[config.mk]
export PLATFORM = sky130hd
export DESIGN_NAME = smw_write_seq
export DESIGN_NICKNAME = d
export VERILOG_FILES = /design/src/rtl/smw_pkg.sv /design/src/rtl/smw_down.sv /design/src/rtl/smw_hold_tmr.sv /design/src/rtl/smw_fsm.sv /design/src/rtl/smw_write_seq.sv
export SDC_FILE = /design/constraint.sdc
export NUM_CORES = 1
export LEC_CHECK = 0
export BUFFER_PORTS_ARGS = -buffer_cell sky130_fd_sc_hd__buf_2
export CORE_AREA = 2 2 64 66
export DETAILED_ROUTE_END_ITERATION = 8
export DIE_AREA = 0 0 66 68
export GPL_ROUTABILITY_DRIVEN = 0
export HOLD_SLACK_MARGIN = 0.02
export PLACE_DENSITY = 0.68
export SYNTH_ARGS = -nofsm -noshare
export SYNTH_HDL_FRONTEND = slang
export SYNTH_SLANG_ARGS = --single-unit
export TNS_END_PERCENT = 100
[constraint.sdc]
create_clock -name clk_i -period 2.3 [get_ports clk_i]
set_clock_uncertainty 0.05 [all_clocks]
set_input_delay 0 -clock clk_i [delete_from_list [all_inputs] [get_ports clk_i]]
set_output_delay 0 -clock clk_i [all_outputs]
set_load 0.005 [all_outputs]
[src/rtl/smw_pkg.sv]
package smw_pkg;
  typedef enum logic [2:0] {
    ST_IDLE,
    ST_ACT,
    ST_HOLD,
    ST_QUE,
    ST_DONE
  } smw_st_e;

  localparam int MIN_WST = 3;
  localparam int QUE_LEN = 5;
endpackage

[src/rtl/smw_down.sv]
module smw_down #(
  parameter int W = 8
) (
  input  logic         clk_i,
  input  logic         rst_ni,
  input  logic         load_i,
  input  logic [W-1:0] val_i,
  input  logic         dec_i,
  output logic         last_o
);
  logic [W-1:0] cnt_q;

  always_ff @(posedge clk_i or negedge rst_ni) begin
    if (!rst_ni)     cnt_q <= '0;
    else if (load_i) cnt_q <= val_i;
    else if (dec_i)  cnt_q <= cnt_q - W'(1);
  end

  assign last_o = (cnt_q == W'(1));
endmodule

[src/rtl/smw_hold_tmr.sv]
module smw_hold_tmr #(
  parameter int TIMEOUT = 16365,
  localparam int TW = $clog2(TIMEOUT + 1)
) (
  input  logic clk_i,
  input  logic rst_ni,
  input  logic clr_i,
  input  logic en_i,
  output logic exp_o
);
  logic [TW-1:0] cnt_q;

  always_ff @(posedge clk_i or negedge rst_ni) begin
    if (!rst_ni)    cnt_q <= '0;
    else if (clr_i) cnt_q <= '0;
    else if (en_i)  cnt_q <= cnt_q + TW'(1);
  end

  assign exp_o = (cnt_q == TW'(TIMEOUT - 1));
endmodule

[src/rtl/smw_fsm.sv]
module smw_fsm
  import smw_pkg::*;
#(
  parameter int WST_W = 8
) (
  input  logic             clk_i,
  input  logic             rst_ni,
  input  logic             start_i,
  input  logic [WST_W-1:0] wst_i,
  input  logic             wait_ni,
  input  logic             cnt_last_i,
  input  logic             tmr_exp_i,
  output logic             cnt_load_o,
  output logic [WST_W-1:0] cnt_val_o,
  output logic             cnt_dec_o,
  output logic             tmr_clr_o,
  output logic             tmr_en_o,
  output logic             cs_no,
  output logic             we_no,
  output logic             busy_o,
  output logic             done_o,
  output logic             err_o
);
  smw_st_e st_q, st_d;
  logic abort;
  logic strobe_d;
  logic [WST_W-1:0] wst_eff;

  assign wst_eff = (wst_i < WST_W'(MIN_WST)) ? WST_W'(MIN_WST) : wst_i;

  always_comb begin
    st_d       = st_q;
    cnt_load_o = 1'b0;
    cnt_val_o  = wst_eff;
    cnt_dec_o  = 1'b0;
    tmr_clr_o  = 1'b0;
    tmr_en_o   = 1'b0;
    abort      = 1'b0;
    unique case (st_q)
      ST_IDLE: if (start_i) begin
        st_d       = ST_ACT;
        cnt_load_o = 1'b1;
      end
      ST_ACT: begin
        if (cnt_last_i) begin
          // only the final counting sample can park the countdown
          if (!wait_ni) begin
            st_d      = ST_HOLD;
            tmr_clr_o = 1'b1;
          end else begin
            st_d = ST_DONE;
          end
        end else begin
          cnt_dec_o = 1'b1;
        end
      end
      ST_HOLD: begin
        if (wait_ni) begin
          st_d       = ST_QUE;
          cnt_load_o = 1'b1;
          cnt_val_o  = WST_W'(QUE_LEN);
        end else if (tmr_exp_i) begin
          st_d  = ST_DONE;
          abort = 1'b1;
        end else begin
          tmr_en_o = 1'b1;
        end
      end
      ST_QUE: begin
        if (cnt_last_i) st_d = ST_DONE;
        else            cnt_dec_o = 1'b1;
      end
      ST_DONE: st_d = ST_IDLE;
      default: st_d = ST_IDLE;
    endcase
  end

  assign strobe_d = (st_d == ST_ACT) || (st_d == ST_HOLD) || (st_d == ST_QUE);

  always_ff @(posedge clk_i or negedge rst_ni) begin
    if (!rst_ni) begin
      st_q   <= ST_IDLE;
      cs_no  <= 1'b1;
      we_no  <= 1'b1;
      busy_o <= 1'b0;
      done_o <= 1'b0;
      err_o  <= 1'b0;
    end else begin
      st_q   <= st_d;
      cs_no  <= !strobe_d;
      we_no  <= !strobe_d;
      busy_o <= (st_d != ST_IDLE);
      done_o <= (st_d == ST_DONE);
      err_o  <= abort;
    end
  end
endmodule

[src/rtl/smw_write_seq.sv]
module smw_write_seq #(
  parameter int WST_W   = 8,
  parameter int TIMEOUT = 16365
) (
  input  logic             clk_i,
  input  logic             rst_ni,
  input  logic             start_i,
  input  logic [WST_W-1:0] wst_i,
  input  logic             wait_ni,
  output logic             cs_no,
  output logic             we_no,
  output logic             busy_o,
  output logic             done_o,
  output logic             err_o
);
  logic             cnt_load, cnt_dec, cnt_last;
  logic [WST_W-1:0] cnt_val;
  logic             tmr_clr, tmr_en, tmr_exp;

  smw_fsm #(.WST_W(WST_W)) u_fsm (
    .clk_i      (clk_i),
    .rst_ni     (rst_ni),
    .start_i    (start_i),
    .wst_i      (wst_i),
    .wait_ni    (wait_ni),
    .cnt_last_i (cnt_last),
    .tmr_exp_i  (tmr_exp),
    .cnt_load_o (cnt_load),
    .cnt_val_o  (cnt_val),
    .cnt_dec_o  (cnt_dec),
    .tmr_clr_o  (tmr_clr),
    .tmr_en_o   (tmr_en),
    .cs_no      (cs_no),
    .we_no      (we_no),
    .busy_o     (busy_o),
    .done_o     (done_o),
    .err_o      (err_o)
  );

  smw_down #(.W(WST_W)) u_down (
    .clk_i  (clk_i),
    .rst_ni (rst_ni),
    .load_i (cnt_load),
    .val_i  (cnt_val),
    .dec_i  (cnt_dec),
    .last_o (cnt_last)
  );

  smw_hold_tmr #(.TIMEOUT(TIMEOUT)) u_tmr (
    .clk_i  (clk_i),
    .rst_ni (rst_ni),
    .clr_i  (tmr_clr),
    .en_i   (tmr_en),
    .exp_o  (tmr_exp)
  );
endmodule

**Word level (Yosys, flattened, before mapping)**

Cells that the tools add are included.
W data, S select, Z words.

- Register bits after elaboration: 29
- Input bits: 12

- Add/subtract/negate cells: 2
- Order comparisons: 1
- Equal/unequal tests: 9
- Multiplexer cells: 28
- Reduce and logical (&&, ||, !) cells: 8

Operators with widths:

| kind | number |
|---|---|
| $mux W8 | 5 |
| $mux W14 | 2 |
| $mux W3 | 6 |
| $add A14 B1 Y14 const B | 1 |
| $eq A14 B14 Y1 const B | 1 |
| $mux W1 | 13 |
| $eq A3 B2 Y1 const B | 4 |
| $pmux W3 S4 | 1 |
| $eq A8 B1 Y1 const B | 1 |
| $lt A8 B2 Y1 const B | 1 |
| $sub A8 B1 Y8 const B | 1 |
| $eq A3 B1 Y1 const B | 2 |
| $reduce_bool A2 Y1 | 2 |
| $eq A3 B3 Y1 const B | 1 |
| $logic_not A3 Y1 | 1 |
| $reduce_bool A3 Y1 | 1 |
| $logic_or A1 B1 Y1 | 2 |
| $pmux W1 S2 | 1 |
| $reduce_or A2 Y1 | 1 |
| $logic_not A1 Y1 | 1 |

**Depth between registers and ports, before layout**

- Depth in word-level cells: 8
- Mapped depth: 8
- Depth with buffers taken out: 8

**By module**

Synthesis repeated with hierarchy kept, for this count alone.

- Cells, all modules: 173
- Area, all modules: 1661.6 µm²

By module, submodules not included:

| module | instances | cells each | area each (µm²) | sequential area each (µm²) |
|---|---|---|---|---|
| smw_hold_tmr | 1 | 75 | 749.5 | 350.3 |
| smw_down | 1 | 50 | 460.4 | 200.2 |
| smw_fsm | 1 | 48 | 451.7 | 176.4 |

**Worst setup path after synthesis**

Ideal clock, no wire load.

- Path kind: reg-to-reg
- From: register u_fsm.st_q[1]
- To: register u_tmr.cnt_q[13]
- Library setup time: 0.119 ns
- Data arrival time: 1.686 ns
- Required time: 2.131 ns
- Path slack: 0.445 ns
- Cell stages (with the launch flop): 7
- Cell sequence: dfrtp_1 -> buf_6 -> mux2i_4 -> nand3_4 -> or4_4 -> o21a_1 -> o21a_1

- Longest elaborated chain between the ends: 3

RTL lines:

| item | line | text |
|---|---|---|
| from (decl) | smw_fsm.sv:24 | `smw_st_e st_q, st_d;` |
| from (signal assigned) | smw_fsm.sv:89 | `st_q <= st_d;` |
| $eq A3 B1 Y1 / $eq A3 B2 Y1 (equally long branches) | smw_fsm.sv:39 | `unique case (st_q)` |
| $mux W1 | smw_fsm.sv:39 |  |
| $mux W14 / $reduce_bool A2 Y1 (equally long branches) | n/a |  |
| to (signal assigned) | smw_hold_tmr.sv:16 | `else if (en_i) cnt_q <= cnt_q + TW'(1);` |
| to (decl) | smw_hold_tmr.sv:11 | `logic [TW-1:0] cnt_q;` |

Several ways; a longest one is shown, not always the timed one.
A chain may end at the register's enable or synchronous reset.

**Final worst setup path**

- From: register u_down.cnt_q[4]
- To: register u_fsm.busy_o

- Longest elaborated chain between the ends: 4

RTL lines:

| item | line | text |
|---|---|---|
| from (decl) | smw_down.sv:11 | `logic [W-1:0] cnt_q;` |
| from (signal assigned) | smw_down.sv:15 | `else if (load_i) cnt_q <= val_i;` |
| from (signal assigned) | smw_down.sv:16 | `else if (dec_i) cnt_q <= cnt_q - W'(1);` |
| $eq A8 B1 Y1 (*) | smw_down.sv:19 | `assign last_o = (cnt_q == W'(1));` |
| $mux W3, on equally long branches | smw_fsm.sv:70, smw_fsm.sv:45 |  |
| $pmux W3 S4 (*) | smw_fsm.sv:39 |  |
| net u_fsm.st_d[0] | smw_fsm.sv:24 |  |
| $reduce_bool A3 Y1 (*) | smw_fsm.sv:92 | `busy_o <= (st_d != ST_IDLE);` |
| to (signal assigned) | smw_fsm.sv:92 |  |
| to (decl) | smw_fsm.sv:20 | `output logic busy_o,` |

The timed path passes the listed nets; every way through them passes the cells marked *.

==> results list <==
- For met1 alone, demand over resource in global routing was 23.1%.
* Via count of the first global-routing pass: 1342
* GR Util All Layers: 18.3%
* Clock slew seen by the registers of the worst setup and hold paths: 0.06 ns
- Measured along the y axis, the die boundary spans 68 um.
- Setup total negative slack: 0 ns
- Commonest cells post-synth: dfrtp_1, nand2_1, nor2_1, nand3_1, xnor2_1
- Data arrival time of the worst path: 2.17 ns
* Worst-path maximum fanout: 10
* Initial antenna violation count: 0
- Worst vdd rail ir drop: 0.532 mV
- Kind of capture point of the worst setup path: register
- Along the worst hold path, the cell count comes to 3.
* Count of buffers added by post-CTS timing repair for setup: 0
* Share of cells above drive strength 1: 22.0%
- Clock tree synthesis selected as its root buffer the cell clkbuf_8.
- Yosys instantiated no cell more often than dfrtp_1.
- The cell count after synthesis came out at 167.
- The worst hold path begins at wst_i[1].
- After detailed routing, the number of remaining DRC violations is 0.
- Largest net degree at the start of global routing: 30
* Tightest Hold Check Type: primary input to register
- The number of max-slew violations in the final report was 0.
* Hold endpoint: u_down.cnt_q[1]$_DFFE_PN0P_
* Worst Tran Pin Value: 0.657 ns
* Final setup violating endpoints: 0
- For this block, the initial DRC count from the detailed router was 133.
- Global-route wire length before repair: 6200 um
* Total power draw: 1.79 mW
- The later pin in the worst-skew pair is clocked with a latency of 0.27 ns.
- In this run the critical register-to-register path is captured at u_fsm.busy_o$_DFF_PN0_.
- For the worst flop-to-flop path, the logic depth is 6.
* Total Nets Final: 215
- Sequential cell area fraction in the yosys report: 43.6%
- Dividing the detail-routed wire length by the instance count gives 14.5 um.
* Share of the synthesized area in the top cell type: 42.0%
* Lkg Pwr: 0.836 nW
* Met3 track demand over resource: 5.26%
- The die covers 4490 sq um.
* Crit path launch type: register
- For this design the ratio of total power to cell area is 894 nW/um^2.
- The first TritonRoute pass finished after 4 iterations.
* Proportion of register bits with asynchronous set or reset after synthesis: 100%
- Worst setup slack for register-to-register paths: 0.23 ns
- Required time of the worst setup path: 2.40 ns
* Largest cells by area after synthesis: dfrtp_1, xnor2_1, nand2_1
* Area of the mapped netlist: 1670 sq um
- In this run the horizontal extent of the chip is 66 um.
- After synthesis the netlist holds a flip-flop and latch count of 29.
- Setup repair after global routing left no endpoint under its margin.
- Global routing used 30.2% of the available met2 tracks.
- Area Growth Syn to Fin: 20.1%
- Count of unique library cells instantiated by Yosys: 52
- Summing all non-filler instances in the final layout gives an area of 2000 sq um.
- Final critical delay including setup and external delays: 2.07 ns
* Worst Setup Slack, final: 0.229 ns
* Highest Clock Rate: 0.483 GHz
- Total I/O pin count: 17
- Net Count, Synth: 183
- Outcome: completed
- Summed over all layers, the routed wires come to 3620 um.
- Buffers added on ports: 16
- Count of nets left with antenna violations after detail routing: 0
* Prevailing post-synth register cell: dfrtp_1
* Count of clock tree sinks: 29
- Final number of hold-violating endpoints: 0
- The startpoint identified for the worst register-to-register timing path is u_down.cnt_q[4]$_DFFE_PN0P_.
* Number of vias in the routed layout: 1395
* Average cell area after synthesis: 9.99 sq um
* Vias per cell: 5.58
- 0 antenna diodes ended up in the layout.
- Overflow after GRT: 0
* Maximum Capacitance Violations: 0
- Once placement finished, the instance area stood at 1820 sq um.
- For this run, the number of Yosys warnings is 0.
- Number of flops mapped to enable cells by yosys: 0
* Period utilisation layout: 90.0%
- Post-Place Setup Slack: 0.0734 ns
- After legalization and detailed placement, the total HPWL measured 2600 um.
* Leading area contributor after synthesis: dfrtp_1
- The H-tree was split into 2 levels.
- Bufs on Longest Clock Path: 2
- Most used routing layer: met2
- Total clock buffers created by CTS: 5
- Counting the fill cells in the layout gives 360.
- Crit Path Class: register to register
- Placement row count: 23
- Once the floorplan was initialized, standard cells occupied 43.3% of the core.
- Relative slew margins: 56.2%
- After floorplanning, the core was sized to cover 3860 sq um.
- TritonCTS built the clock tree.
- Measured on the finished design, the core utilization comes to 52.0%.
-- kinds of logic after synthesis --
logic type / Yosys count / synth area share (%)
compound gates: 27 / 10.7
xor+xnor: 12 / 6.30
fa+ha+maj: 4 / 3.00
buf+inv: 10 / 3.22
flops: 29 / 43.6
mux: 3 / 2.62
simple gates: 82 / 30.6
-- layout by cell type, fill, tap and decap left out, types with 6 or more instances in the layout --
master and count:
dfrtp_1 28, nand2_1 16, buf_2 16, nor2_1 13
nand3_1 9, xnor2_1 9, nor3_1 8, o21ai_0 8
dlygate4sd3_1 8, clkbuf_8 7, inv_1 6
-- worst max-delay path by stage --
stage | startpoint | endpoint | slack [ns] | cells after the start
floorplan | u_fsm.st_q[1]$_DFF_PN0_ | u_tmr.cnt_q[13]$_DFFE_PN0P_ | 0.45 | 6
global placement | u_down.cnt_q[1]$_DFFE_PN0P_ | u_fsm.busy_o$_DFF_PN0_ | 0.20 | 8
detailed placement | u_down.cnt_q[1]$_DFFE_PN0P_ | u_fsm.busy_o$_DFF_PN0_ | 0.07 | 8
CTS | u_down.cnt_q[1]$_DFFE_PN0P_ | u_fsm.busy_o$_DFF_PN0_ | 0.07 | 8
global route | u_tmr.cnt_q[0]$_DFFE_PN0P_ | u_tmr.cnt_q[13]$_DFFE_PN0P_ | 0.04 | 8
finish | u_down.cnt_q[4]$_DFFE_PN0P_ | u_fsm.busy_o$_DFF_PN0_ | 0.23 | 6
-- timing repair --
item	in CTS	in global routing
gates resized for setup	0	1
hold buffers	8	0
endpoints found under the hold margin	35	0
endpoints found under the setup margin	0	3
-- stage by stage --
step | instances | hold slack, ns
after floorplan | 167 | -0.346
after global placement | 234 | 0.00216
after detailed placement | 234 | 0.0151
after CTS | 250 | 0.0239
after global routing | 250 | 0.0557
final | 250 | 0.0255
-- flip-flops by register name, indices dropped and copies added, names as in the netlist --
register	flops
u_fsm.cs_no	1
u_fsm.done_o	1
u_down.cnt_q	8
u_fsm.st_q	3
u_tmr.cnt_q	14
u_fsm.busy_o	1
u_fsm.err_o	1
-- power breakdown --
| part | total [mW] | internal [mW] | switching, mW |
|---|---|---|---|
| Clock | 0.452 | 0.270 | 0.182 |
| Sequential | 0.760 | 0.628 | 0.132 |
| Combinational | 0.581 | 0.274 | 0.306 |
| Total | 1.79 | 1.17 | 0.621 |
-- final cells by class --
cell class | count | area [sq um] | area share, %
multi-input combinational | 128 | 893 | 44.6
sequential | 29 | 727 | 36.3
timing repair buffer | 29 | 198 | 9.86
clock buffer | 7 | 96.3 | 4.81
tap | 50 | 62.6 | 3.12
inverter | 6 | 22.5 | 1.12
clock inverter | 1 | 5.00 | 0.250
-- critical path: stages (launching register included) --
cell and delay [ns]:
dfrtp_1 0.47, nor4_4 0.44, a21oi_2 0.22, nor2_2 0.21, inv_1 0.11, nor3_1 0.35, nand2b_1 0.10
-- routing by layer --
| layer | wire length (um) | vias to the layer above | share of wire, % |
|---|---|---|---|
| li1 | - | 680 | - |
| met5 | 0 | - | 0 |
| met1 | 1580 | 667 | 44 |
| met2 | 1810 | 44 | 50 |
| met3 | 182 | 4 | 5.0 |
| met4 | 44 | 0 | 1.2 |
Power figures use the tool's default switching activity.
